`src/rtl/serctl_pkg.sv`:
```
`timescale 1ns/1ps
package serctl_pkg;
  localparam int ADDR_W = 2;

  typedef enum logic [ADDR_W-1:0] {
    ADR_FMT  = 2'd0,
    ADR_VOLL = 2'd1,
    ADR_VOLR = 2'd2,
    ADR_RSVD = 2'd3
  } reg_adr_e;

  // Payload layout of the format register, LSB at fmt.
  typedef struct packed {
    logic       invert;
    logic       mute;
    logic [1:0] deemph;
    logic [1:0] rate;
    logic [1:0] wlen;
    logic [1:0] fmt;
  } fmt_cfg_t;

  localparam int FMT_W = $bits(fmt_cfg_t);
  localparam fmt_cfg_t FMT_DEFAULT = '0;
endpackage

```
`src/rtl/serctl_sync.sv`:
```
`timescale 1ns/1ps
// Per-signal synchronizer chain plus rising-edge detector.
module serctl_sync #(
  parameter int N      = 3,
  parameter int STAGES = 2
) (
  input  logic         clk,
  input  logic         rst_n,
  input  logic [N-1:0] async_i,
  output logic [N-1:0] lvl_o,
  output logic [N-1:0] rise_o
);
  for (genvar b = 0; b < N; b++) begin : g_sig
    logic [STAGES-1:0] chain;
    logic              prev;
    always_ff @(posedge clk or negedge rst_n) begin
      if (!rst_n) begin
        chain <= '0;
        prev  <= 1'b0;
      end else begin
        chain <= {chain[STAGES-2:0], async_i[b]};
        prev  <= chain[STAGES-1];
      end
    end
    assign lvl_o[b]  = chain[STAGES-1];
    assign rise_o[b] = chain[STAGES-1] & ~prev;
  end
endmodule

```
`src/rtl/serctl_shift.sv`:
```
`timescale 1ns/1ps
// Shift register framed by the latch; commits only complete words.
module serctl_shift #(
  parameter int WORD_W = 16
) (
  input  logic              clk,
  input  logic              rst_n,
  input  logic              bit_stb_i,
  input  logic              bit_val_i,
  input  logic              lat_stb_i,
  output logic [WORD_W-1:0] word_o,
  output logic              commit_o
);
  localparam int CNT_W = $clog2(WORD_W + 1);
  localparam logic [CNT_W-1:0] FULL = CNT_W'(WORD_W);

  logic [WORD_W-1:0] sh;
  logic [CNT_W-1:0]  cnt;

  always_ff @(posedge clk or negedge rst_n) begin
    if (!rst_n) begin
      sh       <= '0;
      cnt      <= '0;
      word_o   <= '0;
      commit_o <= 1'b0;
    end else if (lat_stb_i) begin
      commit_o <= (cnt == FULL);
      word_o   <= sh;
      cnt      <= '0;
    end else begin
      commit_o <= 1'b0;
      if (bit_stb_i) begin
        sh <= {sh[WORD_W-2:0], bit_val_i};
        if (cnt != FULL) cnt <= cnt + 1'b1;
      end
    end
  end
endmodule

```
`src/rtl/serctl_regs.sv`:
```
`timescale 1ns/1ps
// Address decode and configuration storage.
module serctl_regs
  import serctl_pkg::*;
#(
  parameter int WORD_W = 16,
  parameter int VOL_W  = 10
) (
  input  logic              clk,
  input  logic              rst_n,
  input  logic              commit_i,
  input  logic [WORD_W-1:0] word_i,
  output fmt_cfg_t          cfg_o,
  output logic [VOL_W-1:0]  vol_l_o,
  output logic [VOL_W-1:0]  vol_r_o
);
  localparam int PAY_W = WORD_W - ADDR_W;

  reg_adr_e         adr;
  logic [PAY_W-1:0] pay;
  logic             unused_hi;

  assign adr       = reg_adr_e'(word_i[WORD_W-1 -: ADDR_W]);
  assign pay       = word_i[PAY_W-1:0];
  assign unused_hi = ^pay[PAY_W-1:FMT_W] ^ ^pay[PAY_W-1:VOL_W];

  always_ff @(posedge clk or negedge rst_n) begin
    if (!rst_n) begin
      cfg_o   <= FMT_DEFAULT;
      vol_l_o <= '1;
      vol_r_o <= '1;
    end else if (commit_i) begin
      unique case (adr)
        ADR_FMT:  cfg_o   <= fmt_cfg_t'(pay[FMT_W-1:0]);
        ADR_VOLL: vol_l_o <= pay[VOL_W-1:0];
        ADR_VOLR: vol_r_o <= pay[VOL_W-1:0];
        ADR_RSVD: ;
      endcase
    end
  end
endmodule

```
`src/rtl/serctl_port.sv`:
```
`timescale 1ns/1ps
module serctl_port
  import serctl_pkg::*;
#(
  parameter int WORD_W      = 16,
  parameter int VOL_W       = 10,
  parameter int SYNC_STAGES = 2
) (
  input  logic             clk,
  input  logic             rst_n,
  input  logic             ctl_clk_i,
  input  logic             ctl_dat_i,
  input  logic             ctl_lat_i,
  output logic [1:0]       fmt_o,
  output logic [1:0]       wlen_o,
  output logic [1:0]       rate_o,
  output logic [1:0]       deemph_o,
  output logic             mute_o,
  output logic             invert_o,
  output logic [VOL_W-1:0] vol_l_o,
  output logic [VOL_W-1:0] vol_r_o
);
  localparam int IDX_CLK = 0;
  localparam int IDX_DAT = 1;
  localparam int IDX_LAT = 2;

  logic [2:0]        s_lvl, s_rise;
  logic [WORD_W-1:0] cmd_word;
  logic              commit;
  fmt_cfg_t          cfg;
  logic              unused_sync;

  serctl_sync #(.N(3), .STAGES(SYNC_STAGES)) u_sync (
    .clk    (clk),
    .rst_n  (rst_n),
    .async_i({ctl_lat_i, ctl_dat_i, ctl_clk_i}),
    .lvl_o  (s_lvl),
    .rise_o (s_rise)
  );

  assign unused_sync = s_lvl[IDX_CLK] ^ s_lvl[IDX_LAT] ^ s_rise[IDX_DAT];

  serctl_shift #(.WORD_W(WORD_W)) u_shift (
    .clk      (clk),
    .rst_n    (rst_n),
    .bit_stb_i(s_rise[IDX_CLK]),
    .bit_val_i(s_lvl[IDX_DAT]),
    .lat_stb_i(s_rise[IDX_LAT]),
    .word_o   (cmd_word),
    .commit_o (commit)
  );

  serctl_regs #(.WORD_W(WORD_W), .VOL_W(VOL_W)) u_regs (
    .clk     (clk),
    .rst_n   (rst_n),
    .commit_i(commit),
    .word_i  (cmd_word),
    .cfg_o   (cfg),
    .vol_l_o (vol_l_o),
    .vol_r_o (vol_r_o)
  );

  assign fmt_o    = cfg.fmt;
  assign wlen_o   = cfg.wlen;
  assign rate_o   = cfg.rate;
  assign deemph_o = cfg.deemph;
  assign mute_o   = cfg.mute;
  assign invert_o = cfg.invert;
endmodule

```
`config.mk`:
```
export PLATFORM = sky130hd
export DESIGN_NAME = serctl_port
export DESIGN_NICKNAME = d
export VERILOG_FILES = /design/src/rtl/serctl_pkg.sv /design/src/rtl/serctl_sync.sv /design/src/rtl/serctl_shift.sv /design/src/rtl/serctl_regs.sv /design/src/rtl/serctl_port.sv
export SDC_FILE = /design/constraint.sdc
export NUM_CORES = 1
export LEC_CHECK = 0
export CAP_MARGIN = 10
export CELL_PAD_IN_SITES_DETAIL_PLACEMENT = 1
export CELL_PAD_IN_SITES_GLOBAL_PLACEMENT = 1
export CORE_AREA = 8 8 106 108
export DETAILED_ROUTE_END_ITERATION = 8
export DIE_AREA = 0 0 114 116
export DONT_BUFFER_PORTS = 1
export GPL_ROUTABILITY_DRIVEN = 0
export PLACE_DENSITY = 0.46
export SLEW_MARGIN = 20
export SYNTH_ARGS = -nofsm -noshare
export SYNTH_HDL_FRONTEND = slang
export SYNTH_SLANG_ARGS = --single-unit
```
`constraint.sdc`:
```
create_clock -name clk -period 1.83 [get_ports clk]
set_input_delay 0.366 -clock clk [delete_from_list [all_inputs] [get_ports clk]]
set_output_delay 0.366 -clock clk [all_outputs]
set_load 0.02 [all_outputs]
```
==> results of run 1 <==
## per-layer routing
metal | GRT usage, % | part of all wire [%]
met1 | 10.15 | 42
met2 | 14.98 | 51
met3 | 3.283 | 5.6
met4 | 5.590 | 2.2
met5 | 0 | 0
## critical path, delay by kind of cell (launching register included)
kind / cells / cell delay [ps]
simple gates: 1 / 320
flops: 1 / 410
buf+inv: 1 / 90
compound gates: 2 / 350
fa+ha+maj: 1 / 160
## kinds of logic (layout without fill, tap and decap cells)
kind of cell | count (synthesis) | in the layout | share of synthesized area [%]
AO/OA/AOI/OAI | 9 | 9 | 1.602
flip-flops | 72 | 72 | 64.98
buffers and inverters | 9 | 23 | 2.270
AND/OR/NAND/NOR | 56 | 56 | 10.50
multiplexers | 46 | 46 | 19.76
adder cells (fa/ha/maj) | 2 | 2 | 0.8899
## per-stage QoR
stage	std cells	total power, W
CTS	341	0.003816
finish	341	0.003731
global placement	325	0.002327
global route	341	0.003943
floorplan	194	0.002257
detailed placement	325	0.002353
## where the power goes
part / leakage [nW] / total (W) / switching [W] / internal [W]
clock: 0.119 / 0.00142 / 0.000575 / 0.000840
sequential: 0.882 / 0.00200 / 0.000187 / 0.00181
combinational: 0.479 / 0.000315 / 0.000108 / 0.000207
## flip-flops by register name, indices dropped and copies added, names as in the netlist
name,count
u_shift.sh,16
u_shift.word_o,12
u_regs.cfg_o,10
u_regs.vol_l_o,10
u_regs.vol_r_o,10
u_sync.g_sig.chain,6
u_shift.cnt,5
u_sync.g_sig.prev,2
u_shift.commit_o,1
## cell type report
type | count | area [um2]
Tap cell | 133 | 166.4
Timing Repair Buffer | 5 | 37.54
Clock inverter | 5 | 78.83
Inverter | 2 | 7.507
Fill cell | 1006 | 6355
Sequential cell | 72 | 1827
Multi-Input combinational cell | 113 | 925.9
Clock buffer | 11 | 151.4
## layout by cell type, fill, tap and decap left out, drive strengths merged
cell	n
a21oi	5
buf	5
bufinv	2
clkbuf	11
clkinv	3
dfrtp	52
dfstp	20
ha	2
inv	2
mux2	46
nand2	38
nand2b	1
nand3	3
nand3b	3
nand4b	1
nand4bb	1
nor2	2
nor2b	2
nor3b	1
nor4bb	1
o21ai	4
or2b	1
or3	2
## how the worst min path moves through the flow
stage	cells after the start	start	end	slack, ps
after floorplan	0	rst_n	u_regs.cfg_o[0]	70
after CTS	0	rst_n	u_regs.cfg_o[3]	-320
after global routing	0	rst_n	u_shift.word_o[7]	-320
final	0	rst_n	u_regs.cfg_o[3]	-280
after detailed placement	0	rst_n	u_regs.cfg_o[8]	70
after global placement	0	rst_n	u_regs.cfg_o[8]	70
==> results.json, run 1 <==
{
  "tns_ps": 0,
  "htree_levels": 3,
  "cts-root-buf": "clkbuf_8",
  "p_leak_nw": 1.480,
  "ys_seq_area_share_pct": 64.98,
  "grt_usage_pct": 9.189,
  "clock_latency_ps": 340,
  "drive_gt1_share_pct": 43.75,
  "post_synth_num_cell_types": 25,
  "ff2ff_path_depth": 5,
  "utilization_pct": 33.45,
  "reg2reg_slack_ps": 430,
  "die-area_mm2": 0.01322,
  "setup_viol": 0,
  "synthFlopType": "dfrtp_1",
  "reg2reg_to": "u_shift.cnt[1]",
  "fmax_mhz": 711.9,
  "wire_per_inst_um": 15.97,
  "finalMaxSlewViolations": 0,
  "cts_resized": 0,
  "hold_viol": 72,
  "antenna_found_initial": 0,
  "hold_slack_ps": -281.9,
  "synth_nets": 201,
  "yosysWarnings": 0,
  "period_minus_slack_ps": 1405,
  "fp.dieW_um": 114,
  "status": "finished, violations left",
  "synth_area_leaders": "dfrtp_1, dfstp_2, mux2_2, mux2_4, nand2_1",
  "slowest_stage": "dfrtp_1",
  "grt_max_degree": 73,
  "preCtsSetupSlack_ps": 381.0,
  "finalWirelength_um": 5447,
  "drt_first_iter_violations": 61,
  "clockBufferDepth": 2,
  "avgViaCountPerCell": 4.381,
  "hold_class": "in2async",
  "worstSetupEndpointType": "register",
  "die_h_um": 116,
  "clkSinkCount": 72,
  "dp_hpwl_um": 3698,
  "area_delta_synth_final_pct": 13.62,
  "synth_top_cell_by_area": "dfrtp_1",
  "power_density_mw_per_mm2": 1168,
  "initial_core_util_pct": 29.44,
  "num_vias": 1494,
  "portBuffers": 0,
  "startpoint_type": "register",
  "skew_ps": 14.52,
  "syn_avg_cell_area_um2": 14.49,
  "synth_top_cell_area_share_pct": 46.28,
  "syn_area_mm2": 0.002811,
  "slew_headroom_pct": 63.97,
  "worst_ir_drop_vdd_v": 0.0003318,
  "io_pins": 35,
  "syn_inst": 194,
  "clkSlewWorstSetupHoldPaths_ps": 80,
  "placement.cell_area_mm2": 0.002964,
  "crit_path_end": "u_shift.cnt[1]",
  "critical_path_class": "reg2reg",
  "grt_pass1_wl_um": 9135,
  "final_cell_area_mm2": 0.003194,
  "grt-ovfl-total": 0,
  "arrival_ps": 1670,
  "crit_path_max_fanout": 4,
  "std_cell_rows": 36,
  "synth.most_common_cell": "dfrtp_1",
  "maxCapViolations": 0,
  "drt_drc_violations_left": 0,
  "synth-async-reset-ratio_pct": 100.0,
  "ys_seq_elements": 72,
  "post_cts_buffers": 0,
  "synth_common_cells": "dfrtp_1, nand2_1, mux2_2",
  "worst_slew_pin_slew_ps": 540.4,
  "fin_ws_ps": 425.3,
  "cp-startpoint": "u_shift.cnt[0]",
  "worstReg2RegStart": "u_shift.cnt[0]",
  "synth_edf_count": 0,
  "tritoncts": "built",
  "crit_chain": "inv_1 > ha_1 > nor4bb_1 > o21ai_0 > a21oi_1",
  "failed_checks": "negative hold slack",
  "grt_pass1_vias": 1679,
  "core_mm2": 0.009549,
  "cts_buffers": 9,
  "finalCritPeriodShare_pct": 76.76,
  "nets": 210,
  "first_pass_iters": 3,
  "antenna_left": 0,
  "crit_required_ps": 2090,
  "num_antenna_cells": 0,
  "rsz0062_at_grt": "false",
  "critPathMaxStageDelay_ps": 410
}
No activity file was read; power rests on OpenSTA's default activity.
==> run 2, diff against run 1 <==
--- a/config.mk
+++ b/config.mk
@@ -13,7 +13,7 @@
 export DIE_AREA = 0 0 114 116
 export DONT_BUFFER_PORTS = 1
 export GPL_ROUTABILITY_DRIVEN = 0
-export PLACE_DENSITY = 0.46
+export PLACE_DENSITY = 0.47
 export SLEW_MARGIN = 20
 export SYNTH_ARGS = -nofsm -noshare
 export SYNTH_HDL_FRONTEND = slang
==> constraint.sdc (replaced) <==
create_clock -name clk -period 1.2 [get_ports clk]
set_input_delay 0.24 -clock clk [delete_from_list [all_inputs] [get_ports clk]]
set_output_delay 0.24 -clock clk [all_outputs]
set_load 0.02 [all_outputs]
==> run 2 against run 1 <==
Effect of this change:
- the run ends with negative hold slack, negative setup slack left
- first-iteration DRC count up 31%
- sequential share of layout area fell by 6.8 points
- wire length up 12%
- utilization grew 4.5 points
- non-clock buffer count increased by 24
- final cell count rose by 7.0%
- register-to-register slack worse by 560 ps
- combinational power up 110%
- clock power grew 39%
- sequential power is 53% higher
- largest cell class unchanged
==> results.json, run 2 (synthesized netlist as in run 1, its figures left out) <==
{
  "layout_common_cells": "dfrtp_1, nand2_1, mux2_4",
  "fp.dieW_um": 114,
  "grt_pass1_vias": 1843,
  "drt_drc_violations_left": 0,
  "finalCritPeriodShare_pct": 111.1,
  "nFillCells": 994,
  "status": "finished, violations left",
  "worstSetupEndpointType": "register",
  "tritoncts": "built",
  "final_common_cell": "dfrtp_1",
  "drt_first_iter_violations": 80,
  "antenna_found_initial": 0,
  "clkSinkCount": 72,
  "grt-ovfl-total": 0,
  "finalPower_w": 0.005717,
  "skew_ps": 7.835,
  "die-area_mm2": 0.01322,
  "maxCapViolations": 0,
  "period_minus_slack_ps": 1334,
  "avgViaCountPerCell": 4.395,
  "p_leak_nw": 1.642,
  "critical_path_class": "reg2reg",
  "fmax_mhz": 749.8,
  "wire_per_inst_um": 16.75,
  "finalWirelength_um": 6112,
  "fin_cells": 365,
  "cts-root-buf": "clkbuf_8",
  "arrival_ps": 1560,
  "portBuffers": 0,
  "slew_headroom_pct": 79.14,
  "cts_buffers": 9,
  "grt_max_degree": 73,
  "dp_hpwl_um": 3979,
  "reg_top3": "u_shift.sh x16, u_shift.word_o x12",
  "largest_reg_flops": 16,
  "std_cell_rows": 36,
  "nets": 234,
  "fin_ws_ps": -133.8,
  "crit_required_ps": 1420,
  "hold_class": "in2async",
  "crit_path_max_fanout": 4,
  "rsz0062_at_grt": "true",
  "first_pass_iters": 4,
  "num_antenna_cells": 0,
  "htree_levels": 3,
  "ctsHoldBuffers": 3,
  "num_vias": 1604,
  "antenna_left": 0,
  "io_pins": 35,
  "initial_core_util_pct": 29.44,
  "finalMaxSlewViolations": 0,
  "clkSlewWorstSetupHoldPaths_ps": 70,
  "startpoint_type": "register",
  "drive_gt1_share_pct": 56.47,
  "die_h_um": 116,
  "place_inst": 338,
  "area_delta_synth_final_pct": 28.93,
  "hold_slack_ps": -404.5,
  "grt_pass1_wl_um": 10050,
  "top_register": "u_shift.sh",
  "power_density_mw_per_mm2": 1577,
  "hold_viol": 72,
  "grt_usage_pct": 10.09,
  "setup_viol": 52,
  "clock_latency_ps": 340,
  "utilization_pct": 37.96,
  "worst_ir_drop_vdd_v": 0.0005271,
  "core_mm2": 0.009549,
  "clockBufferDepth": 2,
  "worst_slew_pin_slew_ps": 312.9,
  "failed_checks": "negative hold slack, negative setup slack"
}
## run 2: critical path, stage by stage, from the launching register on
cell	delay [ps]
dfrtp_1	410
nor3b_4	320
buf_6	180
mux2_4	300
## run 2: area by class of cell
class	count	area (um2)	share of cell area [%]
Timing Repair Buffer	29	311.5	8.595
Sequential cell	72	1827	50.40
Clock buffer	11	151.4	4.177
Clock inverter	5	55.05	1.519
Inverter	2	7.507	0.2071
Multi-Input combinational cell	113	1106	30.51
Tap cell	133	166.4	4.591
## run 2: power breakdown
group	switching [W]	internal (W)	total [W]
combinational	0.000223	0.000452	0.000676
clock	0.000904	0.00107	0.00197
sequential	0.000304	0.00277	0.00307
## run 2: path summary, 6_finish.rpt
path / from / to / slack, ps / cells after the start
min in group clk: u_sync.g_sig[2].chain[0] / u_sync.g_sig[2].chain[1] / 350 / 0
hold / removal: rst_n / u_shift.commit_o / -400 / 0
setup / recovery: u_shift.word_o[15] / u_regs.cfg_o[4] / -130 / 3
max in group asynchronous: rst_n / u_regs.vol_l_o[0] / 1380 / 0
hold reg to reg: u_sync.g_sig[2].chain[0] / u_sync.g_sig[2].chain[1] / 350 / 0
setup reg to reg: u_shift.word_o[15] / u_regs.cfg_o[4] / -130 / 3
## run 2: metal layers
layer | wire length (um) | vias up | share of wire, % | global-route usage (%)
met2 | 3039 | 32 | 50 | 16.60
met5 | 0 | - | 0 | 0
li1 | - | 730 | - | -
met3 | 293 | 12 | 4.8 | 3.648
met1 | 2614 | 830 | 43 | 11.36
met4 | 165 | 0 | 2.7 | 5.146
## run 2: stage by stage
step | cell area, um2 | TNS, ps | setup WS, ps
after floorplan | 2819 | -1123 | -109.6
after global placement | 3099 | -2346 | -170.4
after detailed placement | 3099 | -4051 | -214.2
after CTS | 3528 | -4183 | -151.1
after global routing | 3625 | -6860 | -178.4
final | 3625 | -3704 | -133.8
## run 2: timing repair
action                                  4_1_cts  5_1_grt
setup buffers                                 5        3
pin swaps                                     9        4
endpoints found under the setup margin       60       72
hold endpoints to repair                     75       72
gates resized for setup                      41       15
